--- src/rtl/irqc_pkg.sv ---
package irqc_pkg;
  localparam int ADDR_W = 8;

  localparam logic [ADDR_W-1:0] A_PL0_SET  = 8'h40;
  localparam logic [ADDR_W-1:0] A_PL0_CLR  = 8'h44;
  localparam logic [ADDR_W-1:0] A_PL1_SET  = 8'h48;
  localparam logic [ADDR_W-1:0] A_PL1_CLR  = 8'h4C;
  localparam logic [ADDR_W-1:0] A_PL2_SET  = 8'h50;
  localparam logic [ADDR_W-1:0] A_PL2_CLR  = 8'h54; // read: request-0 pending
  localparam logic [ADDR_W-1:0] A_SEL_SET  = 8'h58;
  localparam logic [ADDR_W-1:0] A_SEL_CLR  = 8'h5C; // read: request-1 pending
  localparam logic [ADDR_W-1:0] A_STR_SET  = 8'h60;
  localparam logic [ADDR_W-1:0] A_STR_CLR  = 8'h64;
  localparam logic [ADDR_W-1:0] A_WAK_SET  = 8'h68;
  localparam logic [ADDR_W-1:0] A_WAK_CLR  = 8'h6C;
  localparam logic [ADDR_W-1:0] A_MSK_SET  = 8'h70;
  localparam logic [ADDR_W-1:0] A_MSK_CLR  = 8'h74;
  localparam logic [ADDR_W-1:0] A_RISE     = 8'h78;
  localparam logic [ADDR_W-1:0] A_FALL     = 8'h7C;
  localparam logic [ADDR_W-1:0] A_TEST     = 8'h80;

  typedef struct packed {
    logic rise_en;
    logic fall_en;
    logic lvl_en;
    logic lvl_high;
  } trig_t;

  function automatic trig_t decode_trig(input logic [2:0] code);
    trig_t t;
    t.rise_en  = ~code[2] & code[0];
    t.fall_en  = ~code[2] & code[1];
    t.lvl_en   = code[2] & (code[1] ^ code[0]);
    t.lvl_high = code[0];
    return t;
  endfunction
endpackage

--- src/rtl/irqc_sync_edge.sv ---
module irqc_sync_edge #(
  parameter int W = 32
) (
  input  logic         clk,
  input  logic         rst,
  input  logic [W-1:0] din,
  output logic [W-1:0] lvl,
  output logic [W-1:0] rise,
  output logic [W-1:0] fall
);
  logic [W-1:0] s1_q, s2_q, prev_q;

  always_ff @(posedge clk) begin
    if (rst) begin
      s1_q   <= '0;
      s2_q   <= '0;
      prev_q <= '0;
    end else begin
      s1_q   <= din;
      s2_q   <= s1_q;
      prev_q <= s2_q;
    end
  end

  assign lvl  = s2_q;
  assign rise = s2_q & ~prev_q;
  assign fall = ~s2_q & prev_q;

  // a detected rising edge means the synchronized level was low one cycle earlier
  a_r6_rise_from_low: assert property (@(posedge clk) disable iff (rst)
    (|rise) |-> ((rise & $past(s2_q)) == '0));
endmodule

--- src/rtl/irqc_src_cell.sv ---
module irqc_src_cell
  import irqc_pkg::*;
(
  input  logic       clk,
  input  logic       rst,
  input  logic       lvl,
  input  logic       rise_det,
  input  logic       fall_det,
  input  logic [2:0] code,
  input  logic       mask,
  input  logic       clr_rise,
  input  logic       clr_fall,
  output logic       rise_q,
  output logic       fall_q,
  output logic       pend_nxt
);
  trig_t t;
  logic  rise_n, fall_n, raw;

  always_comb begin
    t      = decode_trig(code);
    rise_n = (t.rise_en & rise_det) | (rise_q & ~clr_rise);
    fall_n = (t.fall_en & fall_det) | (fall_q & ~clr_fall);
    if (t.lvl_en) raw = t.lvl_high ? lvl : ~lvl;
    else          raw = (t.rise_en & rise_n) | (t.fall_en & fall_n);
    pend_nxt = raw & mask;
  end

  always_ff @(posedge clk) begin
    if (rst) begin
      rise_q <= 1'b0;
      fall_q <= 1'b0;
    end else begin
      rise_q <= rise_n;
      fall_q <= fall_n;
    end
  end

  // a captured edge stays until a clear is written
  a_r6_sticky: assert property (@(posedge clk) disable iff (rst)
    (rise_q && !clr_rise) |=> rise_q);
  // a disabled code never captures a new edge
  a_r4_no_capture: assert property (@(posedge clk) disable iff (rst)
    ((code == 3'b000) && !rise_q && !fall_q) |=> (!rise_q && !fall_q));
endmodule

--- src/rtl/irqc_top.sv ---
module irqc_top
  import irqc_pkg::*;
#(
  parameter int NSRC = 32,
  parameter int DW   = 32
) (
  input  logic              clk,
  input  logic              rst,
  input  logic [ADDR_W-1:0] bus_addr,
  input  logic              bus_wr,
  input  logic [DW-1:0]     bus_wdata,
  input  logic              bus_rd,
  output logic [DW-1:0]     bus_rdata,
  input  logic [NSRC-1:0]   src_in,
  output logic              req0_o,
  output logic              req1_o
);
  localparam logic [NSRC-1:0] ALL_ONES = '1;

  logic [NSRC-1:0] pl0_q, pl1_q, pl2_q, sel_q, str_q, wak_q, msk_q;
  logic [NSRC-1:0] pend0_q, pend1_q, pend_nxt;
  logic [NSRC-1:0] rise_cap, fall_cap, lvl, rise_det, fall_det;
  logic [DW-1:0]   test_q, rd_mux;
  logic [NSRC-1:0] wv;
  logic            req0_q, req1_q;

  assign wv = bus_wdata[NSRC-1:0];

  function automatic logic hit(input logic [ADDR_W-1:0] a, input logic [ADDR_W-1:0] ref_a,
                               input logic we);
    return we && (a == ref_a);
  endfunction

  always_ff @(posedge clk) begin
    if (rst) begin
      pl0_q  <= '0;
      pl1_q  <= '0;
      pl2_q  <= '0;
      sel_q  <= ALL_ONES;
      str_q  <= '0;
      wak_q  <= '0;
      msk_q  <= '0;
      test_q <= '0;
    end else begin
      if (hit(bus_addr, A_PL0_SET, bus_wr)) pl0_q <= pl0_q | wv;
      if (hit(bus_addr, A_PL0_CLR, bus_wr)) pl0_q <= pl0_q & ~wv;
      if (hit(bus_addr, A_PL1_SET, bus_wr)) pl1_q <= pl1_q | wv;
      if (hit(bus_addr, A_PL1_CLR, bus_wr)) pl1_q <= pl1_q & ~wv;
      if (hit(bus_addr, A_PL2_SET, bus_wr)) pl2_q <= pl2_q | wv;
      if (hit(bus_addr, A_PL2_CLR, bus_wr)) pl2_q <= pl2_q & ~wv;
      if (hit(bus_addr, A_SEL_SET, bus_wr)) sel_q <= sel_q | wv;
      if (hit(bus_addr, A_SEL_CLR, bus_wr)) sel_q <= sel_q & ~wv;
      if (hit(bus_addr, A_STR_SET, bus_wr)) str_q <= str_q | wv;
      if (hit(bus_addr, A_STR_CLR, bus_wr)) str_q <= str_q & ~wv;
      if (hit(bus_addr, A_WAK_SET, bus_wr)) wak_q <= wak_q | wv;
      if (hit(bus_addr, A_WAK_CLR, bus_wr)) wak_q <= wak_q & ~wv;
      if (hit(bus_addr, A_MSK_SET, bus_wr)) msk_q <= msk_q | wv;
      if (hit(bus_addr, A_MSK_CLR, bus_wr)) msk_q <= msk_q & ~wv;
      if (hit(bus_addr, A_TEST,    bus_wr)) test_q <= bus_wdata;
    end
  end

  irqc_sync_edge #(.W(NSRC)) u_sync (
    .clk(clk), .rst(rst), .din(src_in),
    .lvl(lvl), .rise(rise_det), .fall(fall_det)
  );

  for (genvar i = 0; i < NSRC; i++) begin : g_src
    irqc_src_cell u_cell (
      .clk      (clk),
      .rst      (rst),
      .lvl      (lvl[i]),
      .rise_det (rise_det[i]),
      .fall_det (fall_det[i]),
      .code     ({pl2_q[i], pl1_q[i], pl0_q[i]}),
      .mask     (msk_q[i]),
      .clr_rise (hit(bus_addr, A_RISE, bus_wr) && bus_wdata[i]),
      .clr_fall (hit(bus_addr, A_FALL, bus_wr) && bus_wdata[i]),
      .rise_q   (rise_cap[i]),
      .fall_q   (fall_cap[i]),
      .pend_nxt (pend_nxt[i])
    );
  end

  always_ff @(posedge clk) begin
    if (rst) begin
      pend0_q <= '0;
      pend1_q <= '0;
      req0_q  <= 1'b0;
      req1_q  <= 1'b0;
    end else begin
      pend0_q <= pend_nxt & str_q;
      pend1_q <= pend_nxt & ~str_q;
      req0_q  <= |(pend_nxt & str_q);
      req1_q  <= |(pend_nxt & ~str_q);
    end
  end

  assign req0_o = req0_q;
  assign req1_o = req1_q;

  always_comb begin
    rd_mux = '0;
    case (bus_addr)
      A_PL0_SET: rd_mux[NSRC-1:0] = pl0_q;
      A_PL1_SET: rd_mux[NSRC-1:0] = pl1_q;
      A_PL2_SET: rd_mux[NSRC-1:0] = pl2_q;
      A_PL2_CLR: rd_mux[NSRC-1:0] = pend0_q;
      A_SEL_SET: rd_mux[NSRC-1:0] = sel_q;
      A_SEL_CLR: rd_mux[NSRC-1:0] = pend1_q;
      A_STR_SET: rd_mux[NSRC-1:0] = str_q;
      A_WAK_SET: rd_mux[NSRC-1:0] = wak_q;
      A_MSK_SET: rd_mux[NSRC-1:0] = msk_q;
      A_RISE:    rd_mux[NSRC-1:0] = rise_cap;
      A_FALL:    rd_mux[NSRC-1:0] = fall_cap;
      A_TEST:    rd_mux = test_q;
      default:   rd_mux = '0;
    endcase
  end

  always_ff @(posedge clk) begin
    if (rst)         bus_rdata <= '0;
    else if (bus_rd) bus_rdata <= rd_mux;
  end

  // request lines are low in the first cycle after reset
  a_r1_reset_quiet: assert property (@(posedge clk) disable iff (rst)
    $past(rst) |-> (!req0_o && !req1_o));
  // no pending bit for a source that was masked when it was evaluated
  a_r8_masked_idle: assert property (@(posedge clk) disable iff (rst)
    1'b1 |=> (((pend0_q | pend1_q) & ~$past(msk_q)) == '0));
  // a set write to the mask leaves every written bit set
  a_r2_mask_set: assert property (@(posedge clk) disable iff (rst)
    (bus_wr && bus_addr == A_MSK_SET) |=> ((msk_q & $past(wv)) == $past(wv)));
  // request-0 line agrees with its bitmap
  a_r10_req0_or: assert property (@(posedge clk) disable iff (rst)
    req0_o == (pend0_q != '0));
endmodule

--- config.mk ---
export PLATFORM = sky130hd
export DESIGN_NAME = irqc_top
export DESIGN_NICKNAME = d
export VERILOG_FILES = /design/src/rtl/irqc_pkg.sv /design/src/rtl/irqc_sync_edge.sv /design/src/rtl/irqc_src_cell.sv /design/src/rtl/irqc_top.sv
export SDC_FILE = /design/constraint.sdc
export NUM_CORES = 1
export LEC_CHECK = 0
export BUFFER_PORTS_ARGS = -buffer_cell sky130_fd_sc_hd__buf_4
export CORE_ASPECT_RATIO = 2
export CORE_UTILIZATION = 55
export DETAILED_ROUTE_END_ITERATION = 16
export PLACE_DENSITY_LB_ADDON = 0.2
export SLEW_MARGIN = 20
export SYNTH_ARGS = -nofsm -noshare
export SYNTH_HDL_FRONTEND = slang
export SYNTH_SLANG_ARGS = --single-unit
--- constraint.sdc ---
create_clock -name clk -period 2.58 [get_ports clk]
set_input_delay 0.516 -clock clk [delete_from_list [all_inputs] [get_ports clk]]
set_output_delay 0.516 -clock clk [all_outputs]
set_load 0.01 [all_outputs]
==> reports/results.env <==
OUTCOME='complete, but fails checks'
VIOLATIONS='setup timing'
DRT-PASS1-ITER-COUNT=7
FMAXACHIEVABLE_MHz=376
TIMING.CRITICAL_PATH.FROM='bus_addr[0]'
TIMING_WORST_SLEW_PIN_VALUE_NS=1.20
NUMBER_OF_INSTANCES_IN_THE_SYNTHESIZED_NETLIST=2565
LAYOUTNONFILLERINSTCOUNT=3335
SWITCHING_SHARE_PCT=22.7
IR_DROP_V=0.000614
CLK_PATH_BUF_DEPTH=3
IOS=110
FLOORPLAN.INITIALDENSITY_PCT=55.7
FINAL_LAYOUT_SIZE_SUFFIX_GT1_SHARE_PCT=20.2
ASYNC_S_R_FF_SHARE_SYNTH_PCT=0
PLACEDCELLCOUNT=3234
NETLIST_TOP_CELLS_COUNT='sky130_fd_sc_hd__dfxtp_1 (514), sky130_fd_sc_hd__a21oi_1 (307), sky130_fd_sc_hd__nand2_1 (253), sky130_fd_sc_hd__clkbuf_1 (233), sky130_fd_sc_hd__a22oi_1 (140)'
COMBINED_GLOBAL_ROUTE_UTILIZATION_OF_ALL_METAL_LAYERS_PCT=42.5
SYNTH.DISTINCT_CELLS=71
SETUP.WORST_PATH.START_CLASS='input pin'
POSTROUTEANTENNANETS=0
HOLD_PATH_STARTPOINT='src_in[28]'
FINCLKSKEW_NS=0.0124
DP_SLACK_NS=-0.773
HOLD_WS_NS=0.145
NUM_ROWS=104
NUM_VIAS=22800
EDFF_COUNT_SYNTH=0
CLOCK_SINKS=514
CLOCK-ROOT-BUFFER='sky130_fd_sc_hd__clkbuf_16'
COMBINATIONALPOWERSHARE_PCT=5.2
TIMING_WORST_SETUP_PATH_TYPE='input pin to flop'
GRT_PASS1_VIAS=22000
FLOORPLAN.DIE.HEIGHT_UM=287
SYNTH.TOP_CELLS.BY_AREA='sky130_fd_sc_hd__dfxtp_1 (46%), sky130_fd_sc_hd__a21oi_1 (6.9%), sky130_fd_sc_hd__a22oi_1 (4.7%), sky130_fd_sc_hd__nand2_1 (4.2%), sky130_fd_sc_hd__clkbuf_1 (3.9%)'
CTS_INSERTED_BUFFERS=46
TIMING.FINAL.SETUP_VIOLATIONS=1
CRIT_REQUIRED_NS=3.02
FLIP_FLOP_AND_LATCH_COUNT_AFTER_SYNTHESIS=514
POST-DP-HPWL_UM=60000
GLOBALROUTEOVERFLOWTOTAL=0
PIN_COUNT_OF_THE_BIGGEST_NET_ENTERING_GLOBAL_ROUTING=96
WL_PER_CELL_UM=26.8
FINAL.SETUP.WORST_SLACK_NS=-0.0805
DRT-VIAS-PER-INSTANCE=6.85
YOSYSWARNINGCOUNT=0
GLOBALPLACE.CONGESTION=0.999
CLKTRANSATPATHREGS_NS=0.07
YOSYSSEQAREASHARE_PCT=46.0
FINAL.PERIOD_UTILIZATION_PCT=103
P_SW_mW=3.64
PWR_DENSITY_CELL_nW_PER_UM2=571
PATH_MAX_FANOUT=7
NETLIST.AREA_LEADER.SHARE_PCT=46.0
SYNTH_AREA_LEADER_CELL='sky130_fd_sc_hd__dfxtp_1'
INSERTION_DELAY_TO_THE_LATER_SINK_OF_THE_WORST_SKEW_PAIR_NS=0.58
DRV_CAP=0
CTS_HOLD_REPAIR_BUFFERS=0
GRT_FIRST_PASS_WIRELENGTH_UM=131000
FINAL.MIN_CLOCK_PERIOD_NS=2.66
DRV_SLEW=0
LEAKAGEPOWER_nW=9.60
DETAIL_ROUTE.ITER0.VIOLATIONS=2681
POST-ROUTE-DRC-COUNT=0
FINALSETUPTNS_NS=-0.0805
FLOORPLAN.DIE.WIDTH_UM=145
FLOORPLAN.CORE_AREA_UM2=40200
FILL_CELLS=3190
POWER_FRAC_CLOCK_PCT=44.6
ARRIVAL_NS=3.11
SYN-NUM-NETS=2641
FLOW.AREA_GROWTH_FROM_SYNTHESIS_PCT=25.5
DETAIL_ROUTE.WIRELENGTH_UM=89200
SYN-CELL-AREA_UM2=22400
CRIT-REG2REG-LAUNCH='u_sync.lvl[21]'
DIEAREA_UM2=41600
POWER.INTERNAL_mW=12.4
PORTBUFFERS=109
HOLD_VIOL_FINAL=0
SYNTHMOSTINSTANTIATEDCELL='sky130_fd_sc_hd__dfxtp_1'
TIMING.HOLD.WORST.CLASS='input pin to flop'
FINISH.NET_COUNT=2848
SEQ_POWER_SHARE_PCT=50.2
WORST_SETUP_PATH_END_KIND='flop'
POSTSYNTH.TOPFLOPCELL='sky130_fd_sc_hd__dfxtp_1'
CTS_TREE='built'
ANTENNA_FOUND_INITIAL=1
POST_SYNTH.CELL_AREA_AVG_UM2=8.73
HTREE_LEVELS=2
RELSLEWSLACK_PCT=20.3
POST-ROUTE-UTIL_PCT=69.9
power by group through the flow:
stage	sequential [mW]	combinational [mW]	clock, mW
floorplan	8.21	0.405	0
global placement	8.23	0.759	0
detailed placement	8.23	0.767	0
CTS	8.05	0.771	7.18
global route	8.06	0.862	7.50
finish	8.05	0.831	7.14
final cells by class:
type                       count  area [um2]  share of cell area, %
antenna                        2        5.00                 0.0178
clock buffer                  65        1340                   4.76
clock inverter                14         198                  0.704
inverter                      52         195                  0.695
multi-input combinational   1747       11500                   40.8
sequential                   514       10300                   36.6
tap                          530         663                   2.36
timing repair buffer         411        3940                   14.0
cell families after synthesis:
family	after synthesis	share of synthesized area, %
and+or+nand+nor	798	19.4
AOI/OAI and AO/OA	949	29.4
buffers and inverters	304	5.27
DFF	514	46.0
worst max-delay path, cell delays in order:
cell	delay, ns
sky130_fd_sc_hd__buf_4	0.13
sky130_fd_sc_hd__buf_8	0.13
sky130_fd_sc_hd__nor4bb_4	0.32
sky130_fd_sc_hd__buf_4	0.20
sky130_fd_sc_hd__buf_6	0.12
sky130_fd_sc_hd__buf_12	0.11
sky130_fd_sc_hd__nand4_1	0.18
sky130_fd_sc_hd__o2bb2ai_2	0.21
sky130_fd_sc_hd__nor4_4	0.37
sky130_fd_sc_hd__buf_4	0.17
sky130_fd_sc_hd__o2111ai_1	0.12
sky130_fd_sc_hd__nor4_1	0.25
sky130_fd_sc_hd__buf_4	0.18
sky130_fd_sc_hd__a31oi_1	0.08
per-stage QoR:
| step | power [mW] | area, um2 |
|---|---|---|
| CTS | 16.0 | 27500 |
| finish | 16.0 | 28100 |
| global placement | 8.99 | 25900 |
| global route | 16.4 | 28100 |
| detailed placement | 9.00 | 25900 |
| floorplan | 8.61 | 22400 |
placed cells by master, fill, tap and decap left out, types with 50 or more instances in the layout:
master / n
sky130_fd_sc_hd__a211oi_1: 98
sky130_fd_sc_hd__a21oi_1: 307
sky130_fd_sc_hd__a22oi_1: 140
sky130_fd_sc_hd__a311oi_1: 99
sky130_fd_sc_hd__buf_12: 64
sky130_fd_sc_hd__buf_4: 338
sky130_fd_sc_hd__clkbuf_16: 50
sky130_fd_sc_hd__dfxtp_1: 514
sky130_fd_sc_hd__inv_1: 52
sky130_fd_sc_hd__nand2_1: 253
sky130_fd_sc_hd__nand2b_1: 56
sky130_fd_sc_hd__nor2_1: 79
sky130_fd_sc_hd__nor2b_1: 132
sky130_fd_sc_hd__nor3_1: 60
sky130_fd_sc_hd__o21ai_0: 73
routing by layer:
| layer | routed length (um) | track usage (%) | up-vias |
|---|---|---|---|
| met4 | 8430 | 35.4 | 2 |
| met2 | 41200 | 67.7 | 1551 |
| met5 | 13 | 0 | - |
| li1 | - | - | 10100 |
| met3 | 8640 | 8.28 | 520 |
| met1 | 31000 | 48.6 | 10700 |
what timing repair did:
action                                  4_1_cts  5_1_grt
endpoints found under the setup margin        3        5
setup buffers                                 1       17
pin swaps                                     2       30
gates cloned                                  0        2
endpoints found under the hold margin         0        0
resized for setup                            14       75
worst paths after layout:
kind	slack (ns)	depth (start not counted)	endpoint
setup / recovery	-0.08	14	req0_o
hold reg to reg	0.44	1	u_sync.lvl[8]
hold / removal	0.14	2	u_sync.s1_q[28]
setup reg to reg	0.08	8	req0_o
Note: power is estimated with default switching activity, not from simulation.
